===== config.mk =====
export PLATFORM = sky130hd
export DESIGN_NAME = clos_ocf_matcher
export DESIGN_NICKNAME = d
export VERILOG_FILES = /design/src/rtl/clos_match_pkg.sv /design/src/rtl/oldest_pick.sv /design/src/rtl/clos_match_seq.sv /design/src/rtl/clos_ocf_matcher.sv
export SDC_FILE = /design/constraint.sdc
export NUM_CORES = 2
export LEC_CHECK = 0
export ABC_AREA = 1
export BUFFER_PORTS_ARGS = -buffer_cell sky130_fd_sc_hd__buf_4
export CAP_MARGIN = 20
export CORE_MARGIN = 4
export CORE_UTILIZATION = 45
export DETAILED_ROUTE_END_ITERATION = 8
export SYNTH_ARGS = -nofsm -noshare
export SYNTH_HDL_FRONTEND = slang
export SYNTH_SLANG_ARGS = --single-unit

===== constraint.sdc =====
create_clock -name clk -period 54.4 [get_ports clk]
set_input_delay 5.44 -clock clk [delete_from_list [all_inputs] [get_ports clk]]
set_output_delay 5.44 -clock clk [all_outputs]
set_load 0.05 [all_outputs]

===== src/rtl/clos_match_pkg.sv =====
package clos_match_pkg;
  // a is older than b when the wrapped difference is negative
  function automatic logic ts_older(input logic [15:0] a, input logic [15:0] b,
                                    input int w);
    logic [15:0] d;
    d = a - b;
    return d[w-1];
  endfunction
endpackage


===== src/rtl/oldest_pick.sv =====
module oldest_pick #(
  parameter int N    = 4,
  parameter int TS_W = 8,
  localparam int IW  = (N > 1) ? $clog2(N) : 1
) (
  input  logic [N-1:0]      cand_v,
  input  logic [N*TS_W-1:0] cand_ts,
  output logic              win_v,
  output logic [IW-1:0]     win_idx
);
  import clos_match_pkg::*;

  logic [TS_W-1:0] best_ts;

  always_comb begin
    win_v   = 1'b0;
    win_idx = '0;
    best_ts = '0;
    for (int c = 0; c < N; c++) begin
      if (cand_v[c] &&
          (!win_v || !ts_older(16'(best_ts), 16'(cand_ts[c*TS_W +: TS_W]), TS_W))) begin
        win_v   = 1'b1;
        win_idx = IW'(c);
        best_ts = cand_ts[c*TS_W +: TS_W];
      end
    end
  end

  // the winner is a requester and no requester is strictly older
  always_comb begin
    if (win_v) begin
      a_win_is_req_r2: assert (cand_v[win_idx]);
      for (int c = 0; c < N; c++) begin
        if (cand_v[c]) begin
          a_no_older_r3: assert (!ts_older(16'(cand_ts[c*TS_W +: TS_W]),
                                           16'(cand_ts[win_idx*TS_W +: TS_W]), TS_W));
        end
      end
    end else begin
      a_none_lost_r2: assert (cand_v == '0);
    end
  end
endmodule


===== src/rtl/clos_match_seq.sv =====
module clos_match_seq #(
  parameter int ITERS = 4,
  localparam int CW   = $clog2(ITERS + 1)
) (
  input  logic clk,
  input  logic rst,
  input  logic start,
  output logic ph_load,
  output logic ph_link,
  output logic ph_cent,
  output logic done
);
  typedef enum logic [1:0] {S_IDLE, S_LINK, S_CENT} seq_t;
  seq_t          st;
  logic [CW-1:0] it;

  assign ph_load = (st == S_IDLE) && start;
  assign ph_link = (st == S_LINK);
  assign ph_cent = (st == S_CENT);

  always_ff @(posedge clk) begin
    if (rst) begin
      st   <= S_IDLE;
      it   <= '0;
      done <= 1'b0;
    end else begin
      done <= 1'b0;
      case (st)
        S_IDLE: if (start) begin st <= S_LINK; it <= '0; end
        S_LINK: st <= S_CENT;
        default: begin
          if (it == CW'(ITERS - 1)) begin
            st   <= S_IDLE;
            done <= 1'b1;
          end else begin
            st <= S_LINK;
            it <= it + 1'b1;
          end
        end
      endcase
    end
  end

  p_done_pulse_r7: assert property (@(posedge clk) disable iff (rst)
    done |=> !done);
  p_phase_excl_r7: assert property (@(posedge clk) disable iff (rst)
    $onehot0({ph_load, ph_link, ph_cent}));
  p_cent_after_link_r7: assert property (@(posedge clk) disable iff (rst)
    ph_link |=> ph_cent);
endmodule


===== src/rtl/clos_ocf_matcher.sv =====
module clos_ocf_matcher #(
  parameter int K     = 4,
  parameter int M     = 4,
  parameter int TS_W  = 8,
  parameter int ITERS = 4,
  localparam int JW   = (K > 1) ? $clog2(K) : 1,
  localparam int NQ   = K * K * M,
  localparam int NL   = K * M
) (
  input  logic               clk,
  input  logic               rst,
  input  logic               start,
  input  logic [NQ-1:0]      req_valid,
  input  logic [NQ*TS_W-1:0] req_ts,
  output logic [NL-1:0]      grant_valid,
  output logic [NL*JW-1:0]   grant_om,
  output logic               done
);
  logic ph_load, ph_link, ph_cent;

  clos_match_seq #(.ITERS(ITERS)) u_seq (
    .clk(clk), .rst(rst), .start(start),
    .ph_load(ph_load), .ph_link(ph_link), .ph_cent(ph_cent), .done(done)
  );

  logic [NQ-1:0]   vq, inh;
  logic [TS_W-1:0] tq [NQ];
  logic [NL-1:0]   lmat, sel_v, lw_v;
  logic [JW-1:0]   sel_j [NL];
  logic [JW-1:0]   lw_j  [NL];
  logic [JW-1:0]   gom   [NL];
  logic [NL-1:0]   cmat, cw_v;          // indexed r*K+j
  logic [JW-1:0]   cw_i  [NL];

  // link arbiters: one per (input module i, path r)
  for (genvar i = 0; i < K; i++) begin : g_li
    for (genvar r = 0; r < M; r++) begin : g_lr
      logic [K-1:0]      cv;
      logic [K*TS_W-1:0] ct;
      always_comb begin
        for (int j = 0; j < K; j++) begin
          cv[j] = vq[(i*K+j)*M+r] && !inh[(i*K+j)*M+r] &&
                  !cmat[r*K+j] && !lmat[i*M+r];
          ct[j*TS_W +: TS_W] = tq[(i*K+j)*M+r];
        end
      end
      oldest_pick #(.N(K), .TS_W(TS_W)) u_link (
        .cand_v(cv), .cand_ts(ct), .win_v(lw_v[i*M+r]), .win_idx(lw_j[i*M+r]));
    end
  end

  // central arbiters: one per (path r, output module j)
  for (genvar r = 0; r < M; r++) begin : g_cr
    for (genvar j = 0; j < K; j++) begin : g_cj
      logic [K-1:0]      cv;
      logic [K*TS_W-1:0] ct;
      always_comb begin
        for (int i = 0; i < K; i++) begin
          cv[i] = sel_v[i*M+r] && (sel_j[i*M+r] == JW'(j)) && !cmat[r*K+j];
          ct[i*TS_W +: TS_W] = tq[(i*K+j)*M+r];
        end
      end
      oldest_pick #(.N(K), .TS_W(TS_W)) u_cent (
        .cand_v(cv), .cand_ts(ct), .win_v(cw_v[r*K+j]), .win_idx(cw_i[r*K+j]));
    end
  end

  always_ff @(posedge clk) begin
    if (rst) begin
      vq <= '0; inh <= '0; lmat <= '0; cmat <= '0; sel_v <= '0;
      for (int x = 0; x < NQ; x++) tq[x] <= '0;
      for (int x = 0; x < NL; x++) begin sel_j[x] <= '0; gom[x] <= '0; end
    end else if (ph_load) begin
      vq <= req_valid; inh <= '0; lmat <= '0; cmat <= '0; sel_v <= '0;
      for (int x = 0; x < NQ; x++) tq[x] <= req_ts[x*TS_W +: TS_W];
      for (int x = 0; x < NL; x++) gom[x] <= '0;
    end else if (ph_link) begin
      sel_v <= lw_v;
      for (int x = 0; x < NL; x++) sel_j[x] <= lw_j[x];
    end else if (ph_cent) begin
      sel_v <= '0;
      for (int c = 0; c < NL; c++) begin
        if (cw_v[c]) begin
          lmat[int'(cw_i[c])*M + c/K] <= 1'b1;
          gom[int'(cw_i[c])*M + c/K]  <= JW'(c % K);
          cmat[c]                     <= 1'b1;
        end
      end
      for (int x = 0; x < NL; x++) begin
        if (sel_v[x] && !(cw_v[(x%M)*K + int'(sel_j[x])] &&
                          cw_i[(x%M)*K + int'(sel_j[x])] == JW'(x/M)))
          inh[((x/M)*K + int'(sel_j[x]))*M + x%M] <= 1'b1;
      end
    end
  end

  assign grant_valid = lmat;
  always_comb for (int x = 0; x < NL; x++) grant_om[x*JW +: JW] = gom[x];

  // each (r, j) output is held by at most one link
  for (genvar r = 0; r < M; r++) begin : g_ar
    for (genvar j = 0; j < K; j++) begin : g_aj
      logic [K-1:0] hold;
      always_comb
        for (int i = 0; i < K; i++)
          hold[i] = lmat[i*M+r] && (gom[i*M+r] == JW'(j));
      p_cm_unique_r4: assert property (@(posedge clk) disable iff (rst)
        $countones(hold) <= 1);
      p_cm_tracks_r4: assert property (@(posedge clk) disable iff (rst)
        (hold != '0) |-> cmat[r*K+j]);
    end
  end

  for (genvar x = 0; x < NL; x++) begin : g_al
    p_grant_valid_req_r8: assert property (@(posedge clk) disable iff (rst)
      lmat[x] |-> vq[((x/M)*K + int'(gom[x]))*M + x%M]);
    p_grant_not_barred_r5: assert property (@(posedge clk) disable iff (rst)
      lmat[x] |-> !inh[((x/M)*K + int'(gom[x]))*M + x%M]);
  end

  p_hold_r7: assert property (@(posedge clk) disable iff (rst)
    (!ph_load && !ph_cent) |=> $stable(grant_valid) && $stable(grant_om));
endmodule


==> Yosys cells after proc, flatten, opt, wreduce, memory -nomap -nowiden <==
Memories as Yosys holds them, arrays and structs flattened.
Index checks and enable logic that the tools add are counted.
{ "op_classes": {"add_sub_neg": 142, "magnitude_cmp": 96, "eq_ne": 65, "muxes": 886, "n_bitwise": 145, "reduce_logical": 939} }
{ "op_table": {"columns": ["cell", "count"], "rows": [
  ["$mux W64", 76],
  ["$mux W8", 160],
  ["$mux W16", 78],
  ["$lt A32 B6 Y1 const B", 24],
  ["$or A64 B64 Y64", 12],
  ["$sub A8 B8 Y8", 96],
  ["$ge A32 B5 Y1 const B", 16],
  ["$logic_and A1 B1 Y1", 481],
  ["$ge A32 B1 Y1 const B", 12],
  ["$mux W1", 343],
  ["$logic_not A1 Y1", 304],
  ["$mux W2", 145],
  ["$not A5 Y32", 6],
  ["$or A16 B16 Y16", 12],
  ["$or A64 B61 Y64", 3],
  ["$bmux W2 S4", 16],
  ["$not A2 Y32", 4],
  ["$logic_or A1 B1 Y1", 96],
  ["$not A32 Y32", 3],
  ["$not A4 Y32", 3],
  ["$or A1 B1 Y1", 96],
  ["$eq A2 B2 Y1 const B", 41],
  ["$demux W1 S6", 12],
  ["$add A4 B2 Y5 const A", 14],
  ["other kinds (41)", 220]
]} }
{ "totals": {"register_bits": 182, "ram_bits": 576, "input_bits": 579, "output_inout_bits": 49, "elab_cells": 2299, "memories": 3} }
{ "memory_table": {"columns": ["name", "words", "width", "rd", "rd_ports_with_merged_regs", "wr", "line_no", "source"], "rows": [
  ["tq", 64, 8, 64, 0, 64, "clos_ocf_matcher.sv:27", "logic [TS_W-1:0] tq [NQ];"],
  ["gom", 16, 2, 16, 0, 16, "clos_ocf_matcher.sv:31", "logic [JW-1:0] gom [NL];"],
  ["sel_j", 16, 2, 16, 0, 16, "clos_ocf_matcher.sv:29", "logic [JW-1:0] sel_j [NL];"]
]} }

==> Logic depth before layout (Yosys ltp) <==
An unclocked memory read counts as a cell.
{ "depth": {"depth_word": 118, "mapped_depth": 51, "depth_no_buf": 47} }

==> By module <==
Synthesis repeated with hierarchy kept, for this count alone.
{ "unflattened": {"hier_cells": 8827, "hier_area_um2": 61420.2} }
{ "by_module_without_submodules": {"columns": ["mod", "instances", "cells_each", "area_each_um2", "seq_area_each_um2"], "rows": [
  ["clos_ocf_matcher", 1, 3501, 32064.5, 20499.7],
  ["oldest_pick (g_cr[0].g_cj[2].u_cent ...)", 19, 165, 905.9, 0.0],
  ["oldest_pick (g_cr[0].g_cj[0].u_cent ...)", 11, 166, 914.6, 0.0],
  ["oldest_pick (g_li[3].g_lr[3].u_link)", 1, 166, 913.4, 0.0],
  ["oldest_pick (g_cr[1].g_cj[2].u_cent)", 1, 165, 894.6, 0.0],
  ["clos_match_seq", 1, 34, 275.3, 120.1]
]} }

==> Least setup slack after synthesis <==
OpenSTA, ideal clock, no wires.
{ "synth_timing": {"path_kind": "input port to flip-flop", "startpoint": "in rst", "endpoint": "mem tq[0][0] (enable)", "setup_time_ns": 1.076, "arrival_time_ns": 20.035, "required_ns": 53.324, "path_slack_ns": 33.289, "path_stages": 5, "n_path_buf": 3, "cell_sequence": "clkbuf_1 -> nor2_1 -> clkinv_1 -> clkbuf_1 -> clkbuf_1"} }
{ "synth_lines": {"columns": ["item", "line_no", "source"], "rows": [
  ["start, declared", "clos_ocf_matcher.sv:11", "input logic rst,"],
  ["end, declared", "clos_ocf_matcher.sv:27", null]
]} }

==> results.tsv <==
stage	metric	value	unit
clocking	post-CTS setup buffers	0	
clocking	htree depth	3	
place	RD Place Congestion	0.962	
synthesis	Yosys cell types	52	
clocking	Num CTS Buffers	91	
final_layout	cell area after layout	66200	um^2
global_route	initial antenna violation count	9	
floorplanning	die width	364	um
clocking	clk buf depth	3	
critical_path	Max Fanout on Critical Path	87	
route	Iter 0 DRT Violations	4713	
place	dpl cells	10100	
final_layout	register area	20600	um^2
route	remaining antenna violation count	0	
power_and_ir_drop	IR drop worst, VDD	0.0249	mV
synthesis	syn_nets	9183	
critical_path	Crit. Startpoint	rst	
critical_path	register-to-register setup slack	47140	ps
synthesis	post-synthesis cell count	8022	
global_route	vias in the first global route	50300	
floorplanning	# rows	130	
final_layout	Area Overhead vs Synth	16.0	%
timing	fin. max-slew vios	0	
route	final WL	207000	um
critical_path	RR Endpoint	inh[45]	
final_layout	FILL cells	12700	
power_and_ir_drop	total power	1.76	mW
floorplanning	# IOs	628	
global_route	Total GRT Usage	30.1	%
timing	Slew @ Worst Pin	1180	ps
floorplanning	die area	132000	um^2
min_path	Hold WC Path Type	reg -> reg	
critical_path	CP Data Arrival Time	9340	ps
final_layout	share of post-route cells with drive strength above 1	11.4	%
clocking	TritonCTS clock tree	done	
critical_path	path depth of the worst reg2reg path	31	
synthesis	top cells by area, synth	edfxtp_1 (29%), ha_1 (13%), nand2_1 (11%)	
floorplanning	initial core utilization	45.4	%
synthesis	#FFs+latches synth	758	
final_layout	commonest non-fill, non-tap cell in the layout	nand2_1	
global_route	pin count of the biggest net entering global routing	188	
final_layout	Multi-input gate area	29300	um^2
timing	min Tclk post-route	8910	ps
critical_path	Required @ worst endpoint	54830	ps
timing	worst setup margin	45490	ps
flow_run	max_cap viols	0	
timing	Final period util	16.4	%
clocking	cts hold-fix bufs	0	
timing	Worst slew margin	21.3	%
timing	final setup violation count	0	
timing	final hold violations	0	
route	DRC viols	0	
outcome	status	finished, final reports clean	
critical_path	Worst Setup Start Kind	input pin	
clocking	CTS root buffer	clkbuf_16	
synthesis	Mapped Area	57000	um^2
global_route	global-route wire length before repair	301000	um
final_layout	Core Util, Final	52.6	%
timing	RSZ-0062 raised after global routing	false	
global_route	Overflow after GRT	0	
critical_path	crit path capture type	flip-flop	
clocking	clock transition at the registers of the reported paths	60	ps
route	DR pass1 iterations	8	
synthesis	top cell type's share of synthesized area	28.6	%
clocking	post-CTS sizing	0	
timing	WHS	447	ps
critical_path	WS Path Type	in -> reg	
place	worst slack, placed	44690	ps
timing	Fin Setup TNS	0	ps
route	Wirelength per Cell	20.2	um
place	Placed Area	63100	um^2
min_path	Hold Startpoint	inh[8]	
place	dpl hpwl	168000	um
synthesis	number of synthesized flops with an enable pin	544	
synthesis	post-synthesis sequential area ratio	36.2	%
final_layout	most frequent cells in the layout	nand2_1 (1734), inv_1 (1605), nor2_1 (1036)	
final_layout	fin cells	10300	
floorplanning	Die Ht	364	um
synthesis	asr flop ratio synth	0	%
min_path	hold depth	2	
floorplanning	core area	126000	um^2
min_path	Hold Crit Endpoint	inh[8]	
clocking	Clk Latency, worst-skew pair	710	ps
clocking	clock sink total	758	
timing	final clock skew	29.4	ps
synthesis	Ys Warns	0	
synthesis	syn avg cell area	7.11	um^2
critical_path	RR Startpoint	sel_j[0][3]	
synthesis	leading area contributor after synthesis	edfxtp_1	
power_and_ir_drop	PD cells	26.6	nW/um^2
synthesis	Post-synth top flop	edfxtp_1	
final_layout	fin nets	9717	
timing	fmax	0.112	GHz
power_and_ir_drop	leakage power	33.5	nW
place	Buffers on Ports	627	
route	Vias/cell	5.25	
route	via count	54000	
-- registers in the layout (all words and copies together), names as in the netlist --
register     cells
inh             64
grant_valid     16
u_seq.done       1
cmat            16
vq              64
u_seq.st         2
gom             32
u_seq.it         3
sel_v           16
tq             512
sel_j           32
-- metal layers --
| metal | GRT usage, % | vias to the layer above | wire, um |
|---|---|---|---|
| li1 | - | 26800 | - |
| met1 | 38.0 | 25000 | 86000 |
| met2 | 50.7 | 1814 | 97300 |
| met3 | 4.89 | 363 | 13800 |
| met4 | 13.5 | 4 | 10400 |
| met5 | 0 | - | 27 |
-- cell families (layout without fill, tap and decap cells) --
logic type               Yosys count  after routing  share of synthesized area, %
AND/OR/NAND/NOR                 3670           3670                          27.4
flip-flops                       758            758                          36.2
XOR/XNOR                          40             40                         0.614
other                              0              2                             0
AO/OA/AOI/OAI                   1120           1120                          10.6
buffers and inverters           1852           2460                          12.4
adder cells (fa/ha/maj)          582            582                          12.8
-- power by group --
part           internal, mW  switching, mW
combinational         0.136          0.280
sequential            0.681         0.0341
clock                 0.367          0.258
-- how the worst max path moves through the flow --
stage                            to  slack, ps  cells after the start
after floorplan            tq[0][0]      33290                      5
after global placement    tq[1][12]      44750                      7
after detailed placement   tq[4][5]      44690                      7
after CTS                 tq[1][10]      45420                      7
after global routing      tq[1][10]      45230                      8
final                     tq[1][10]      45490                      8
-- cell usage after synthesis (3+ instances only) --
cell	number
a21oi_1	381
a221oi_1	6
nand4_1	46
nand2_4	19
o2111ai_1	3
a221o_1	3
o21a_1	23
buf_1	10
o21ai_1	41
o2111ai_2	3
dfxtp_1	214
o211ai_1	22
or2_1	3
a211oi_1	64
inv_2	28
nor2_1	1037
nor3_1	57
xor2_1	37
nand3b_1	6
o22ai_1	9
inv_1	1608
ha_1	582
nor2_2	19
buf_6	12
nor4_4	3
nand3_1	587
buf_2	16
o21ai_0	531
nor4_1	52
buf_4	7
xnor2_1	3
nand2_1	1735
a21boi_0	4
nor2_4	10
a41oi_1	4
nand3_2	32
o21ai_2	14
clkbuf_1	167
nor4_2	12
nand2_2	46
clkinv_1	4
a31oi_1	7
edfxtp_1	544
-- area by class of cell --
| type | count | share of cell area (%) |
|---|---|---|
| antenna | 2 | 0.00757 |
| inverter | 1640 | 9.32 |
| tap | 1650 | 3.12 |
| timing repair buffer | 653 | 7.47 |
| clock buffer | 117 | 3.72 |
| multi-input combinational | 5412 | 44.3 |
| sequential | 758 | 31.2 |
| clock inverter | 50 | 0.845 |
-- critical path, cell delays in order --
cell and delay [ps]:
clkbuf_8 420, clkinv_2 90, buf_4 410, nand2_4 780, buf_4 890, buf_4 610, buf_12 310, nor2_1 80
No activity file was read; power rests on OpenSTA's default activity.
